[src/rtl/e1_enc_pkg.sv]
package e1_enc_pkg;
    typedef enum logic [1:0] {
        SYM_SPACE = 2'd0,
        SYM_MARK  = 2'd1,
        SYM_BAL   = 2'd2,
        SYM_VIOL  = 2'd3
    } sym_t;

    typedef enum logic {
        CLK_OK,
        CLK_LOST
    } clk_state_t;

    typedef enum logic [1:0] {
        RUN0,
        RUN1,
        RUN2,
        RUN3
    } run_state_t;

    typedef enum logic [2:0] {
        PATH_LOOP,
        PATH_ONES,
        PATH_DUAL,
        PATH_AMI,
        PATH_HDB3
    } path_t;
endpackage

[src/rtl/e1_txclk_monitor.sv]
module e1_txclk_monitor
    import e1_enc_pkg::*;
#(
    parameter int CNT_W       = 16,
    parameter int SYNC_STAGES = 2
) (
    input  logic             clk,
    input  logic             rst_n,
    input  logic             tx_clk_in,
    input  logic             sample_rise,
    input  logic [CNT_W-1:0] timeout_cycles,
    output logic             sample_ev,
    output logic             any_edge,
    output logic             fallback
);
    localparam int SH_W = SYNC_STAGES + 1;

    logic [SH_W-1:0]  sync_q;
    logic [CNT_W-1:0] idle_q;
    logic             rise;
    logic             fall;
    clk_state_t       st_q;
    clk_state_t       st_d;

    always_ff @(posedge clk or negedge rst_n) begin
        if (!rst_n) begin
            sync_q <= '0;
        end else begin
            sync_q <= {sync_q[SH_W-2:0], tx_clk_in};
        end
    end

    assign rise      = sync_q[SH_W-2] & ~sync_q[SH_W-1];
    assign fall      = ~sync_q[SH_W-2] & sync_q[SH_W-1];
    assign any_edge  = rise | fall;
    assign sample_ev = sample_rise ? rise : fall;

    always_ff @(posedge clk or negedge rst_n) begin
        if (!rst_n) begin
            idle_q <= '0;
        end else if (any_edge) begin
            idle_q <= '0;
        end else if (idle_q != {CNT_W{1'b1}}) begin
            idle_q <= idle_q + 1'b1;
        end
    end

    always_ff @(posedge clk or negedge rst_n) begin
        if (!rst_n) begin
            st_q <= CLK_OK;
        end else begin
            st_q <= st_d;
        end
    end

    always_comb begin
        st_d = st_q;
        unique case (st_q)
            CLK_OK:   if (!any_edge && idle_q >= timeout_cycles) st_d = CLK_LOST;
            CLK_LOST: if (any_edge) st_d = CLK_OK;
        endcase
    end

    assign fallback = (st_q == CLK_LOST);

    assert_edge_restores_R9: assert property (@(posedge clk) disable iff (!rst_n)
        any_edge |=> !fallback);

    assert_lost_needs_idle_R9: assert property (@(posedge clk) disable iff (!rst_n)
        $rose(fallback) |-> !$past(any_edge));
endmodule

[src/rtl/e1_hdb3_core.sv]
module e1_hdb3_core
    import e1_enc_pkg::*;
#(
    parameter int DEPTH = 4
) (
    input  logic clk,
    input  logic rst_n,
    input  logic advance,
    input  logic bit_in,
    output sym_t sym_out
);
    sym_t       line_q [DEPTH];
    run_state_t run_q;
    run_state_t run_d;
    logic       par_q;
    logic       subst;

    assign subst   = advance && !bit_in && (run_q == RUN3);
    assign sym_out = line_q[DEPTH-1];

    always_ff @(posedge clk or negedge rst_n) begin
        if (!rst_n) begin
            run_q <= RUN0;
        end else begin
            run_q <= run_d;
        end
    end

    always_comb begin
        run_d = run_q;
        if (advance) begin
            unique case (run_q)
                RUN0: run_d = bit_in ? RUN0 : RUN1;
                RUN1: run_d = bit_in ? RUN0 : RUN2;
                RUN2: run_d = bit_in ? RUN0 : RUN3;
                RUN3: run_d = RUN0;
            endcase
        end
    end

    always_ff @(posedge clk or negedge rst_n) begin
        if (!rst_n) begin
            for (int i = 0; i < DEPTH; i++) line_q[i] <= SYM_SPACE;
            par_q <= 1'b0;
        end else if (advance) begin
            line_q[0] <= subst ? SYM_VIOL : (bit_in ? SYM_MARK : SYM_SPACE);
            for (int i = 1; i < DEPTH - 1; i++) line_q[i] <= line_q[i-1];
            line_q[DEPTH-1] <= (subst && !par_q) ? SYM_BAL : line_q[DEPTH-2];
            par_q <= subst ? 1'b0 : (par_q ^ bit_in);
        end
    end

    assert_one_clears_run_R4: assert property (@(posedge clk) disable iff (!rst_n)
        (advance && bit_in) |=> (run_q == RUN0));

    assert_fourth_zero_viol_R5: assert property (@(posedge clk) disable iff (!rst_n)
        (advance && !bit_in && run_q == RUN3) |=> (line_q[0] == SYM_VIOL));
endmodule

[src/rtl/e1_line_encoder.sv]
module e1_line_encoder
    import e1_enc_pkg::*;
#(
    parameter int CNT_W = 16
) (
    input  logic             clk,
    input  logic             rst_n,
    input  logic             tx_clk_in,
    input  logic             ref_tick,
    input  logic             tx_pos,
    input  logic             tx_neg,
    input  logic             sample_rise,
    input  logic             dual_rail,
    input  logic             ami_sel,
    input  logic             all_ones,
    input  logic             remote_loop,
    input  logic             loop_pos,
    input  logic             loop_neg,
    input  logic [CNT_W-1:0] timeout_cycles,
    output logic             pos_out,
    output logic             neg_out,
    output logic             bit_stb,
    output logic             fallback
);
    logic  sample_ev;
    logic  any_edge;
    logic  ev;
    logic  taos_act;
    logic  hdb3_adv;
    path_t path;
    sym_t  hdb3_sym;
    sym_t  sym_d;
    logic  pos_d, neg_d, last_d, coded_d;
    logic  pos_q, neg_q, stb_q, last_pos_q, coded_q;

    e1_txclk_monitor #(.CNT_W(CNT_W)) mon_i (
        .clk            (clk),
        .rst_n          (rst_n),
        .tx_clk_in      (tx_clk_in),
        .sample_rise    (sample_rise),
        .timeout_cycles (timeout_cycles),
        .sample_ev      (sample_ev),
        .any_edge       (any_edge),
        .fallback       (fallback)
    );

    assign taos_act = all_ones & ~remote_loop;
    assign ev       = sample_ev | (fallback & ref_tick & taos_act);

    always_comb begin
        if (remote_loop)    path = PATH_LOOP;
        else if (all_ones)  path = PATH_ONES;
        else if (dual_rail) path = PATH_DUAL;
        else if (ami_sel)   path = PATH_AMI;
        else                path = PATH_HDB3;
    end

    assign hdb3_adv = ev && (path == PATH_HDB3);

    e1_hdb3_core #(.DEPTH(4)) core_i (
        .clk     (clk),
        .rst_n   (rst_n),
        .advance (hdb3_adv),
        .bit_in  (tx_pos),
        .sym_out (hdb3_sym)
    );

    always_comb begin
        sym_d   = SYM_SPACE;
        pos_d   = 1'b0;
        neg_d   = 1'b0;
        last_d  = last_pos_q;
        coded_d = 1'b1;
        unique case (path)
            PATH_LOOP: begin pos_d = loop_pos; neg_d = loop_neg; coded_d = 1'b0; end
            PATH_DUAL: begin pos_d = tx_pos;   neg_d = tx_neg;   coded_d = 1'b0; end
            PATH_ONES: sym_d = SYM_MARK;
            PATH_AMI:  sym_d = tx_pos ? SYM_MARK : SYM_SPACE;
            PATH_HDB3: sym_d = hdb3_sym;
            default:   sym_d = SYM_SPACE;
        endcase
        if (coded_d) begin
            unique case (sym_d)
                SYM_SPACE: begin pos_d = 1'b0; neg_d = 1'b0; end
                SYM_MARK, SYM_BAL: begin
                    last_d = ~last_pos_q;
                    pos_d  = ~last_pos_q;
                    neg_d  = last_pos_q;
                end
                SYM_VIOL: begin pos_d = last_pos_q; neg_d = ~last_pos_q; end
            endcase
        end
    end

    always_ff @(posedge clk or negedge rst_n) begin
        if (!rst_n) begin
            pos_q      <= 1'b0;
            neg_q      <= 1'b0;
            stb_q      <= 1'b0;
            last_pos_q <= 1'b0;
            coded_q    <= 1'b0;
        end else begin
            stb_q <= ev;
            if (ev) begin
                pos_q      <= pos_d;
                neg_q      <= neg_d;
                last_pos_q <= last_d;
                coded_q    <= coded_d;
            end
        end
    end

    assign pos_out = pos_q;
    assign neg_out = neg_q;
    assign bit_stb = stb_q;

    assert_rails_exclusive_R11: assert property (@(posedge clk) disable iff (!rst_n)
        coded_q |-> !(pos_q && neg_q));

    assert_strobe_follows_R2: assert property (@(posedge clk) disable iff (!rst_n)
        ev |=> bit_stb);

    assert_rails_held_R2: assert property (@(posedge clk) disable iff (!rst_n)
        !ev |=> (!bit_stb && $stable(pos_out) && $stable(neg_out)));
endmodule

[config.mk]
export PLATFORM = sky130hd
export DESIGN_NAME = e1_line_encoder
export DESIGN_NICKNAME = d
export VERILOG_FILES = /design/src/rtl/e1_enc_pkg.sv /design/src/rtl/e1_txclk_monitor.sv /design/src/rtl/e1_hdb3_core.sv /design/src/rtl/e1_line_encoder.sv
export SDC_FILE = /design/constraint.sdc
export NUM_CORES = 1
export LEC_CHECK = 0
export CAP_MARGIN = 10
export CORE_MARGIN = 10
export CORE_UTILIZATION = 55
export CTS_BUF_LIST = sky130_fd_sc_hd__clkbuf_4
export DETAILED_ROUTE_END_ITERATION = 16
export GPL_TIMING_DRIVEN = 0
export PLACE_DENSITY_LB_ADDON = 0.1
export RECOVER_POWER = 25
export SLEW_MARGIN = 5
export SYNTH_ARGS = -nofsm -noshare
export SYNTH_HDL_FRONTEND = slang
export SYNTH_SLANG_ARGS = --single-unit
[constraint.sdc]
create_clock -name clk -period 2.15 [get_ports clk]
set_input_delay 0.645 -clock clk [delete_from_list [all_inputs] [get_ports clk]]
set_output_delay 0.645 -clock clk [all_outputs]
set_load 0.02 [all_outputs]
## Yosys cells after proc, flatten, opt, wreduce, memory -nomap -nowiden

Index checks and enable logic that the tools add are counted.

| storage, ports and cells | value |
|---|---|
| register bits | 35 |
| bits of input ports | 29 |
| logic and storage cells | 80 |
| output and inout port bits | 4 |

| operators by class | value |
|---|---|
| equality and inequality tests | 11 |
| multiplexer cells | 25 |
| reductions and logical operators | 15 |
| order comparisons | 1 |
| add/subtract/negate cells | 1 |
| bitwise operators | 14 |

Operators by type and width:

| cell | count |
|---|---|
| 16-bit 2-to-1 mux | 2 |
| 16-bit by 1-bit adder with 16-bit output (second input constant) | 1 |
| 16-bit >= comparator | 1 |
| 16-bit inequality test (second input constant) | 1 |
| 3-bit 2-to-1 mux | 4 |
| 2-bit == test (second input constant) | 4 |
| 1-bit 2-to-1 mux | 8 |
| 2-bit 2-to-1 mux | 4 |
| 2-bit case mux with 4 select lines | 1 |
| 3-bit by 2-bit == test with 1-bit output (second input constant) | 2 |
| 1-bit NOT | 6 |
| 1-bit case mux with 2 select lines | 3 |
| 1-bit case mux with 3 select lines | 2 |
| 2-bit case mux with 3 select lines | 1 |
| 1-bit AND | 5 |
| 1-bit logical AND | 5 |
| 2-bit by 1-bit == test with 1-bit output (second input constant) | 2 |
| 2-bit logical NOT | 2 |
| 2-bit OR reduction | 2 |
| 3-bit by 1-bit == test with 1-bit output (second input constant) | 1 |
| 3-bit == test (second input constant) | 1 |
| 1-bit logical NOT | 3 |
| 3-bit logical NOT | 1 |
| 3-bit AND reduction | 1 |
| other kinds (3) | 4 |

## Logic depth before layout (Yosys ltp)

Gate-level depths: netlist of run 1.

| logic depth | value |
|---|---|
| depth in word-level cells | 10 |
| mapped depth | 11 |
| mapped depth without buffers | 10 |

## Hierarchy

Synthesis of run 1 repeated with hierarchy kept, for this count alone.

| second synthesis, totals | value |
|---|---|
| cell total of the unflattened synthesis | 224 |
| area, all modules | 2222.1 µm² |

Modules (own cells, without submodules):

| module | times used | area an instance (µm²) | seq. area each (µm²) | cells each |
|---|---|---|---|---|
| e1_txclk_monitor | 1 | 1430.1 | 500.5 | 156 |
| e1_hdb3_core | 1 | 499.2 | 275.3 | 40 |
| e1_line_encoder | 1 | 292.8 | 100.1 | 28 |

## Worst setup path after synthesis of run 1

OpenSTA, ideal clock, no wires.

| timing path | value |
|---|---|
| path kind | input-to-reg |
| start | in tx_pos |
| end | reg neg_q (netlist: neg_out) |
| slack | 0.168 ns |
| data required time | 2.031 ns |
| arrival time | 1.863 ns |
| stages on the path | 11 |
| buffers on the path | 1 |
| library setup time | 0.119 ns |
| path through | clkbuf_1 mux2i_1 nor2_1 nor2_1 nor2_1 ha_1 mux2i_1 nor2_1 a21oi_1 o211ai_1 o21a_1 |

| between the ends | value |
|---|---|
| word-level cells in the longest chain between the ends | 6 |
| elaborated cells between the ends (all ways) | 9 |
| classes of those cells | eq/ne (3); mux (4); reduce/logical (2) |

RTL lines:

| what | RTL line | RTL |
|---|---|---|
| start, declared | e1_line_encoder.sv:10 | `input logic tx_pos,` |
| 1-bit 2-to-1 mux (*) | e1_line_encoder.sv:78 | `PATH_AMI: sym_d = tx_pos ? SYM_MARK : SYM_SPACE;` |
| 2-bit case mux with 3 select lines (*) | e1_line_encoder.sv:74 | `unique case (path)` |
| 2-bit by 1-bit == test with 1-bit output or 2-bit == test (tied branches) | e1_line_encoder.sv:83 | `unique case (sym_d)` |
| 2-bit OR reduction | e1_line_encoder.sv:83 |  |
| 1-bit case mux with 3 select lines (*) | e1_line_encoder.sv:83 |  |
| 1-bit 2-to-1 mux (*) | e1_line_encoder.sv:82 | `if (coded_d) begin` |
| end signal, assigned | e1_line_encoder.sv:106 | `neg_q <= neg_d;` |
| end, declared | e1_line_encoder.sv:34 | `logic pos_q, neg_q, stb_q, last_pos_q, coded_q;` |

Every way passes the cells marked *; elsewhere a longest branch is shown, timed or not.
A chain may end at the register's enable or synchronous reset.

## Final worst setup path of run 1

| timing path | value |
|---|---|
| start | reg mon_i.st_q (netlist: mon_i.fallback) |
| end | out fallback |

RTL lines:

| what | RTL line | RTL |
|---|---|---|
| start, declared | e1_txclk_monitor.sv:22 | `clk_state_t st_q;` |
| start signal, assigned | e1_txclk_monitor.sv:52 | `st_q <= st_d;` |
| end, declared | e1_line_encoder.sv:23 | `output logic fallback` |

No word-level cell between the ends.

==> impl_metrics.tcl, run 1 <==
set metrics [dict create \
    area.growth.synth_to_final_pct 21.3 \
    avgViaCountPerCell 5.46 \
    dieHeight_um 82.0 \
    avgSynthCellArea_sq_um 9.18 \
    required_ns 1.50 \
    n_antenna_cell 0 \
    power.density_mw_per_mm2 535 \
    clkPwrFrac_pct 27.0 \
    finalSetupTns_ns 0 \
    dp_cells 309 \
    yosysSeqAreaShare_pct 41.5 \
    dieArea_sq_mm 0.00672 \
    routedWlPerCell_um 13.7 \
    start_kind "register" \
    worst_pin_slew_ns 0.851 \
    core-area_sq_mm 0.00369 \
    rsz0062_at_grt "false" \
    ir_worst_vdd_v 0.000474 \
    met3WireLength_um 263 \
    max_freq_mhz 499 \
    grt_pass1_wl_um 7530 \
    nets 318 \
    relSlewSlack_pct 43.3 \
    p_switching_uw 411 \
    synth_seq_cells 35 \
    num_rows 22 \
    clkLatencyLatePin_ns 0.36 \
    place_congestion 0.825 \
    syn_nets 279 \
    highest_layer "met4" \
    wl_met2_um 1920 \
    yosysUniqueCellTypes 42 \
    path_clk_slew_ns 0.12 \
    root_buffer "clkbuf_4" \
    period_needed_ns 2.00 \
    drt_iter0_markers 111 \
    cts_tree "yes" \
    io_pins 33 \
    crit_path_end_kind "output pin" \
    path_buf_inv 1 \
    fin_crit_sh_pct 93.2 \
    num-fill-cells 313 \
    path_max_fanout 3 \
    die_x_um 82.0 \
    stdcell_count 318 \
    portBuffers 31 \
    vias 1737 \
    grt_max_degree 36 \
    critPathMaxStageDelay_ns 0.61 \
    drive_gt1_share_pct 7.04 \
    leakagePower_uw 0.00122 \
    cts_hold_buf 0 \
    syn_area_sq_mm 0.00211 \
    comb_power_share_pct 17.6 \
    crit_family "buffers and inverters" \
    fin_skew_ns 0.0111 \
    arrival_ns 1.36 \
    wl_um 4370 \
    grt_pass1_vias 1630 \
    setup_viol 0 \
    hpwl_um 3360 \
    power.internal_uw 958 \
    crit_chain "clkdlybuf4s50_1" \
    drc_errors 0 \
    finalPower_uw 1370 \
    wl_met1_um 2100 \
    status "finished, final reports clean" \
    grt_overflow 0 \
    clock-sinks 35 \
    dr.pass1.iters 4 \
    grtUsageTotal_pct 14.3 \
    hold_class "in2async" \
    numCtsBuffers 5 \
    slew_violations 0 \
    syn_inst 230 \
    post-route-util_pct 69.4 \
    drtAntennaViolNets 0 \
    drv_cap 0 \
    critPathKind "reg2out" \
    swShare_pct 30.0 \
    whs_ns 0.366 \
    antenna_found_initial 0 \
    cts_buffer_depth 2 \
    start_util_pct 57.3 \
    yosys_warnings 0 \
    cts_max_level 2 \
    cpMaxStageDelayCell "clkdlybuf4s50_1" \
    hold_violations 0 \
    seqPwrFrac_pct 55.3 \
]
## registers in the layout, summed over array words and instances (netlist names)
signal          cells
bit_stb             1
core_i.line_q       6
core_i.run_q        2
mon_i.sync_q        3
mon_i.fallback      1
mon_i.idle_q       16
core_i.sym_out      2
last_pos_q          1
pos_out             1
neg_out             1
core_i.par_q        1
## cell usage after synthesis, drive strengths merged
cell	count	area, sq um
dfrtp	35	876
nand2	33	124
ha	20	250
nor2	20	75.1
inv	19	71.3
a21oi	13	65.1
nand4	9	71.3
o21ai	9	45.0
nor3	8	40.0
a211oi	6	45.0
nand3	6	35.0
nor4	5	52.6
xnor2	5	43.8
xor2	5	43.8
mux2i	4	40.0
and4	3	27.5
o211ai	3	22.5
or3	3	18.8
and3	2	13.8
buf	2	10.0
clkbuf	2	7.51
nand2b	2	12.5
nor2b	2	12.5
o21a	2	15.0
a21boi	1	7.51
a21o	1	7.51
a22o	1	8.76
a311oi	1	8.76
a41oi	1	8.76
and2	1	6.26
clkinv	1	3.75
nand3b	1	7.51
nand4b	1	8.76
nor4bb	1	10.0
o221ai	1	8.76
o31ai	1	7.51
## final timing paths
kind	startpoint	to	slack [ns]	depth (start not counted)
max in group asynchronous	rst_n	mon_i.idle_q[8]$_DFFE_PN0P_	1.25	1
min	rst_n	mon_i.idle_q[7]$_DFFE_PN0P_	0.37	1
max reg2reg	mon_i.idle_q[1]$_DFFE_PN0P_	mon_i.idle_q[7]$_DFFE_PN0P_	0.33	6
min reg2reg	mon_i.sync_q[0]$_DFF_PN0_	mon_i.sync_q[1]$_DFF_PN0_	0.37	0
max	mon_i.fallback$_DFF_PN0_	fallback	0.15	1
min in group clk	mon_i.sync_q[0]$_DFF_PN0_	mon_i.sync_q[1]$_DFF_PN0_	0.37	0
## metrics by stage
stage	setup slack [ns]	instance area [sq um]
floorplan	0.168	2110
global placement	-0.574	2480
detailed placement	-0.604	2480
CTS	0.0236	2550
global route	0.0198	2560
finish	0.147	2560
## power groups by stage
| stage | sequential (uW) | clock, uW | combinational, uW |
|---|---|---|---|
| final | 758 | 370 | 241 |
| after floorplan | 772 | 0 | 124 |
| after global placement | 768 | 0 | 239 |
| after global routing | 767 | 417 | 273 |
| after CTS | 757 | 380 | 248 |
| after detailed placement | 771 | 0 | 242 |
## cell type report
cell class              count  area (sq um)  share of cell area (%)
multi-input cells         171          1160                    45.1
flip-flops and latches     35           876                    34.2
repair buffers             32           319                    12.5
inverters                  20          75.1                    2.93
well taps                  48          60.1                    2.34
clock buffers               5          37.5                    1.47
clock inverters             3          20.0                   0.782
plain buffers               4          17.5                   0.684
## what timing repair did
item | 4_1_cts | 5_1_grt
pin swaps | 1 | 2
resized for setup | 3 | 3
setup buffers | 1 | 0
endpoints found under the setup margin | 3 | 3
gates cloned | 0 | 0
## kinds of logic after synthesis
| group | Yosys count | synth area share (%) |
|---|---|---|
| AO/OA/AOI/OAI | 40 | 11.8 |
| XOR/XNOR | 10 | 4.15 |
| adder cells (fa/ha/maj) | 20 | 11.8 |
| buffers and inverters | 24 | 4.38 |
| flip-flops | 35 | 41.5 |
| multiplexers | 4 | 1.90 |
| AND/OR/NAND/NOR | 97 | 24.4 |
## cell usage in the layout, fill, tap and decap left out, types with 2 or more instances in the layout
master and n:
nor2_1 20, o211ai_1 3, clkinv_1 2, nand2_1 33, xnor2_1 5, clkbuf_1 2
nor4_2 2, xor2_1 5, nor2b_1 2, o21ai_0 9, nor4_1 2, o21a_1 2
or3_1 3, mux2i_1 4, a21oi_1 13, nand3_1 5, clkdlybuf4s50_1 25, a211oi_1 6
buf_2 2, nand2b_1 2, nor3_1 8, ha_1 20, clkbuf_4 5, dlymetal6s2s_1 3
and4_1 2, nand4_1 8, dfrtp_1 35, inv_1 19
## metal layers
layer,vias up,track usage [%]
met1,800,19.2
met3,10,5.46
met5,-,0
met4,0,5.27
met2,34,20.5
li1,893,-
No activity file was read; power rests on OpenSTA's default activity.
==> run 2, diff against run 1 <==
- GPL_TIMING_DRIVEN: 0 -> unset
==> impl_metrics.tcl, run 2 (same netlist as run 1, synthesis figures left out) <==
set metrics [dict create \
    num_rows 22 \
    io_pins 33 \
    grt_overflow 0 \
    nets 327 \
    post-route-cell-area_sq_mm 0.00267 \
    area.growth.synth_to_final_pct 26.5 \
    worstReg2RegStart "mon_i.idle_q[1]$_DFFE_PN0P_" \
    mostFrequentLayoutCells "dfrtp_1 (35), nand2_1 (33), clkdlybuf4s50_1 (27)" \
    critPathMaxStageDelay_ns 0.42 \
    grt_pass1_wl_um 7200 \
    grt_busiest_layer "met2" \
    power.density_mw_per_mm2 546 \
    use_met2_pct 22.0 \
    core-area_sq_mm 0.00369 \
    max_freq_mhz 499 \
    dr.pass1.iters 4 \
    largest_register "mon_i.idle_q" \
    clock-sinks 35 \
    worst_pin_slew_ns 0.838 \
    drtAntennaViolNets 0 \
    use_met1_pct 16.2 \
    fin_crit_sh_pct 93.2 \
    path_max_fanout 3 \
    grt_pass1_vias 1665 \
    routedWlPerCell_um 13.2 \
    crit_end "pos_out$_DFFE_PN0P_" \
    timing.rr.end "mon_i.idle_q[7]$_DFFE_PN0P_" \
    hpwl_um 3300 \
    root_buffer "clkbuf_4" \
    rrSetupSlack_ns 0.32 \
    cts_tree "yes" \
    cts_buffer_depth 2 \
    hold_violations 0 \
    ir_worst_vdd_v 0.000461 \
    numCtsBuffers 5 \
    path_clk_slew_ns 0.11 \
    reg.largest.list "mon_i.idle_q: 16 flops, core_i.line_q: 6 flops, mon_i.sync_q: 3 flops" \
    crit_path_end_kind "register" \
    num-fill-cells 285 \
    post_cts_buffers 0 \
    seq_area_sq_um 876 \
    die_x_um 82.0 \
    drt_iter0_markers 133 \
    cp_common_cell "nor2_1" \
    multi_input_area_sq_mm 0.00115 \
    vias 1773 \
    status "finished, final reports clean" \
    setup_viol 0 \
    drive_gt1_share_pct 9.68 \
    place_area_sq_mm 0.00258 \
    rsz0062_at_grt "false" \
    start_util_pct 57.3 \
    dieArea_sq_mm 0.00672 \
    critPathKind "in2reg" \
    place_congestion 0.781 \
    drc_errors 0 \
    arrival_ns 2.23 \
    mostFrequentLayoutCell "dfrtp_1" \
    portBuffers 32 \
    whs_ns 0.351 \
    leakagePower_uw 0.00129 \
    required_ns 2.38 \
    largest_reg_flops 16 \
    n_antenna_cell 0 \
    relSlewSlack_pct 44.2 \
    crit_chain "clkdlybuf4s50_1 -> mux2i_1 -> nor2_1 -> nor2_1 -> nor2_1 -> ha_1 -> mux2i_1 -> nor2_1 -> a21oi_1 -> o211ai_1 -> o21a_1" \
    reg2regPathDepth 6 \
    startpoint "tx_pos" \
    dieHeight_um 82.0 \
    period_needed_ns 2.00 \
    antenna_found_initial 0 \
    hold_class "reg2reg" \
    start_kind "input pin" \
    slew_violations 0 \
    cts_max_level 2 \
    avgViaCountPerCell 5.42 \
    wl_um 4320 \
    fin_skew_ns 0.0102 \
    gr-usage-met3_pct 3.93 \
    grtUsageTotal_pct 13.3 \
    drv_cap 0 \
    clkLatencyLatePin_ns 0.32 \
    grt_max_degree 36 \
    cpMaxStageDelayCell "clkdlybuf4s50_1" \
]
[run 2: cell count changes in the layout (fill, tap and decap cells not counted), moves of 2 or more]
cell	previous run	this run
clkbuf_1	2	0
buf_2	2	0
buf_4	1	11
clkdlybuf4s50_1	25	27
[run 2: timing repair]
action	4_1_cts	5_1_grt
hold buffers	0	0
resized for setup	0	4
setup endpoints to repair	0	3
hold endpoints to repair	0	0
[run 2: final cells by class]
cell class	count	area share, %
Multi-Input combinational cell	171	43.0
Sequential cell	35	32.8
Timing Repair Buffer	45	16.3
Inverter	20	2.81
Tap cell	48	2.25
Clock inverter	3	1.45
Clock buffer	5	1.40
[run 2: worst min-delay path by stage]
stage          slack, ns  cells after the start                       from                   endpoint
2_1_floorplan       0.33                      0  mon_i.sync_q[0]$_DFF_PN0_  mon_i.sync_q[1]$_DFF_PN0_
3_3_place_gp        0.33                      0  mon_i.sync_q[0]$_DFF_PN0_  mon_i.sync_q[1]$_DFF_PN0_
3_5_place_dp        0.34                      0  mon_i.sync_q[0]$_DFF_PN0_  mon_i.sync_q[1]$_DFF_PN0_
4_1_cts             0.35                      0  mon_i.sync_q[0]$_DFF_PN0_  mon_i.sync_q[1]$_DFF_PN0_
5_1_grt             0.37                      0  mon_i.sync_q[0]$_DFF_PN0_  mon_i.sync_q[1]$_DFF_PN0_
6_report            0.35                      0  mon_i.sync_q[0]$_DFF_PN0_  mon_i.sync_q[1]$_DFF_PN0_
[run 2: layer usage]
metal / part of all wire (%) / vias up / routed length (um)
li1: - / 918 / -
met1: 46 / 814 / 1990
met2: 47 / 35 / 2040
met3: 5.8 / 6 / 251
met4: 0.74 / 0 / 32
met5: 0 / - / 0
[run 2: critical path: cells and delay by family]
family,cells,cell delay [ns]
AO/OA/AOI/OAI,3,0.33
multiplexers,2,0.27
AND/OR/NAND/NOR,4,0.24
buffers and inverters,1,0.42
adder cells (fa/ha/maj),1,0.31
[run 2: power by group]
part           internal, uW  switching, uW  total (uW)
combinational           137            117         254
clock                   239            211         450
sequential              708           48.6         757
total                  1080            376        1460
[run 2: through the flow]
stage                     setup TNS, ns  power, uW  instances  setup slack (ns)  util, %
after detailed placement          -1.40       1030        319            -0.355     70.1
after CTS                             0       1480        327           0.00187     72.2
after global routing                  0       1550        327            0.0352     72.5
final                                 0       1460        327             0.146     72.5
after floorplan                       0        896        230             0.168        -
after global placement           -0.998       1020        319            -0.302     70.1
==> run 3, diff against run 2 <==
- CORE_MARGIN: 10 -> 4
- SLEW_MARGIN: 5 -> 40
==> impl_metrics.tcl, run 3 (same netlist as run 1, synthesis figures left out) <==
set metrics [dict create \
    status "finished, final reports clean" \
    post-route-util_pct 72.3 \
    numCtsBuffers 5 \
    rrSetupSlack_ns 0.30 \
    cts_tree "yes" \
    seqPwrFrac_pct 55.1 \
    min_from "mon_i.sync_q[0]$_DFF_PN0_" \
    core-area_sq_mm 0.00369 \
    startpoint "remote_loop" \
    path_clk_slew_ns 0.10 \
    cts_buffer_depth 2 \
    wl_um 4130 \
    cts_max_level 2 \
    num_rows 22 \
    worstReg2RegStart "mon_i.idle_q[1]$_DFFE_PN0P_" \
    hpwl_um 3100 \
    hold_class "reg2reg" \
    largest_reg_flops 16 \
    antenna_found_initial 0 \
    fin_ws_ns 0.148 \
    portBuffers 32 \
    use_met1_pct 24.8 \
    p_switching_uw 376 \
    grt_max_degree 36 \
    clock-sinks 35 \
    setup_viol 0 \
    dp_slack_ns -0.379 \
    stdcell_count 329 \
    drt_iter0_markers 98 \
    place_congestion 0.807 \
    swShare_pct 27.4 \
    nets 329 \
    comb_power_share_pct 18.5 \
    finalSetupTns_ns 0 \
    start_util_pct 57.3 \
    clkPwrFrac_pct 26.4 \
    hold_path_depth 0 \
    path_max_fanout 3 \
    die_x_um 70.0 \
    max_freq_mhz 499 \
    relSlewSlack_pct 45.0 \
    clkLatencyLatePin_ns 0.34 \
    drc_errors 0 \
    start_kind "input pin" \
    io_pins 33 \
    arrival_ns 2.24 \
    rsz0062_at_grt "false" \
    n_antenna_cell 0 \
    drv_cap 0 \
    largest_register "mon_i.idle_q" \
    critPathKind "in2reg" \
    root_buffer "clkbuf_4" \
    crit_path_end_kind "register" \
    drive_gt1_share_pct 10.7 \
    ir_worst_vdd_v 0.000448 \
    reg.largest.list "mon_i.idle_q: 16 flops, core_i.line_q: 6 flops, mon_i.sync_q: 3 flops" \
    grt_pass1_wl_um 7290 \
    slew_violations 0 \
    leakagePower_uw 0.00129 \
    fin_skew_ns 0.00581 \
    avgViaCountPerCell 5.46 \
    grt_pass1_vias 1719 \
    hold_end "mon_i.sync_q[1]$_DFF_PN0_" \
    dieArea_sq_mm 0.00490 \
    finalPower_uw 1370 \
    cts_hold_buf 0 \
    area.growth.synth_to_final_pct 26.2 \
    fin_crit_sh_pct 93.1 \
    dr.pass1.iters 4 \
    power.density_mw_per_mm2 516 \
    grt_overflow 0 \
    dp_cells 320 \
    hold_violations 0 \
    grt_busiest_layer "met2" \
    power.internal_uw 998 \
    period_needed_ns 2.00 \
    mostFrequentLayoutCell "dfrtp_1" \
    timing.rr.end "mon_i.idle_q[7]$_DFFE_PN0P_" \
    vias 1797 \
    use_met2_pct 27.4 \
    worst_pin_slew_ns 0.825 \
    mostFrequentLayoutCells "dfrtp_1 (35), nand2_1 (33), clkdlybuf4s50_1 (27)" \
    reg2regPathDepth 6 \
    drtAntennaViolNets 0 \
    num-fill-cells 300 \
    grtUsageTotal_pct 17.9 \
    dieHeight_um 70.0 \
    required_ns 2.39 \
    gr-usage-met3_pct 4.46 \
    routedWlPerCell_um 12.6 \
]
==> run 3: critical path: stages <==
cell and delay (ns):
clkdlybuf4s50_1 0.45, nor4_4 0.19, and2_1 0.17, ha_1 0.24
mux2i_1 0.14, nor2_1 0.06, a21oi_1 0.14, o211ai_1 0.09
o21a_1 0.10
==> run 3: worst max-delay path by stage <==
stage,endpoint,cells past startpoint
after floorplan,neg_out$_DFFE_PN0P_,11
after global placement,neg_out$_DFFE_PN0P_,9
after detailed placement,pos_out$_DFFE_PN0P_,9
after CTS,pos_out$_DFFE_PN0P_,9
after global routing,pos_out$_DFFE_PN0P_,11
final,pos_out$_DFFE_PN0P_,9
==> run 3: cell type report <==
cell class	instances	area [sq um]	share of cell area, %
timing repair buffer	47	438	16.4
tap	48	60.1	2.25
multi-input combinational	171	1160	43.5
inverter	20	75.1	2.82
clock inverter	1	5.00	0.188
clock buffer	7	52.6	1.97
sequential	35	876	32.9
==> run 3: metrics by stage <==
stage / instance area [sq um] / hold slack, ns
after CTS: 2640 / 0.368
after global routing: 2670 / 0.378
final: 2670 / 0.359
after floorplan: 2110 / 0.331
after detailed placement: 2580 / 0.337
after global placement: 2580 / 0.336
==> run 3: routing by layer <==
| layer | routed length [um] | vias to the layer above |
|---|---|---|
| met5 | 0 | - |
| met4 | 51 | 0 |
| met3 | 243 | 6 |
| met2 | 1850 | 47 |
| met1 | 1990 | 830 |
| li1 | - | 914 |
==> run 3: power by group through the flow <==
stage               sequential, uW  clock (uW)  combinational, uW
CTS                            757         375                257
finish                         758         363                254
floorplan                      772           0                124
detailed placement             771           0                255
global placement               769           0                249
global route                   766         398                288
==> run 3: timing repair <==
action	CTS	global route
setup buffers	0	1
gates resized for setup	1	4
pin swaps	0	1
endpoints found under the setup margin	2	3
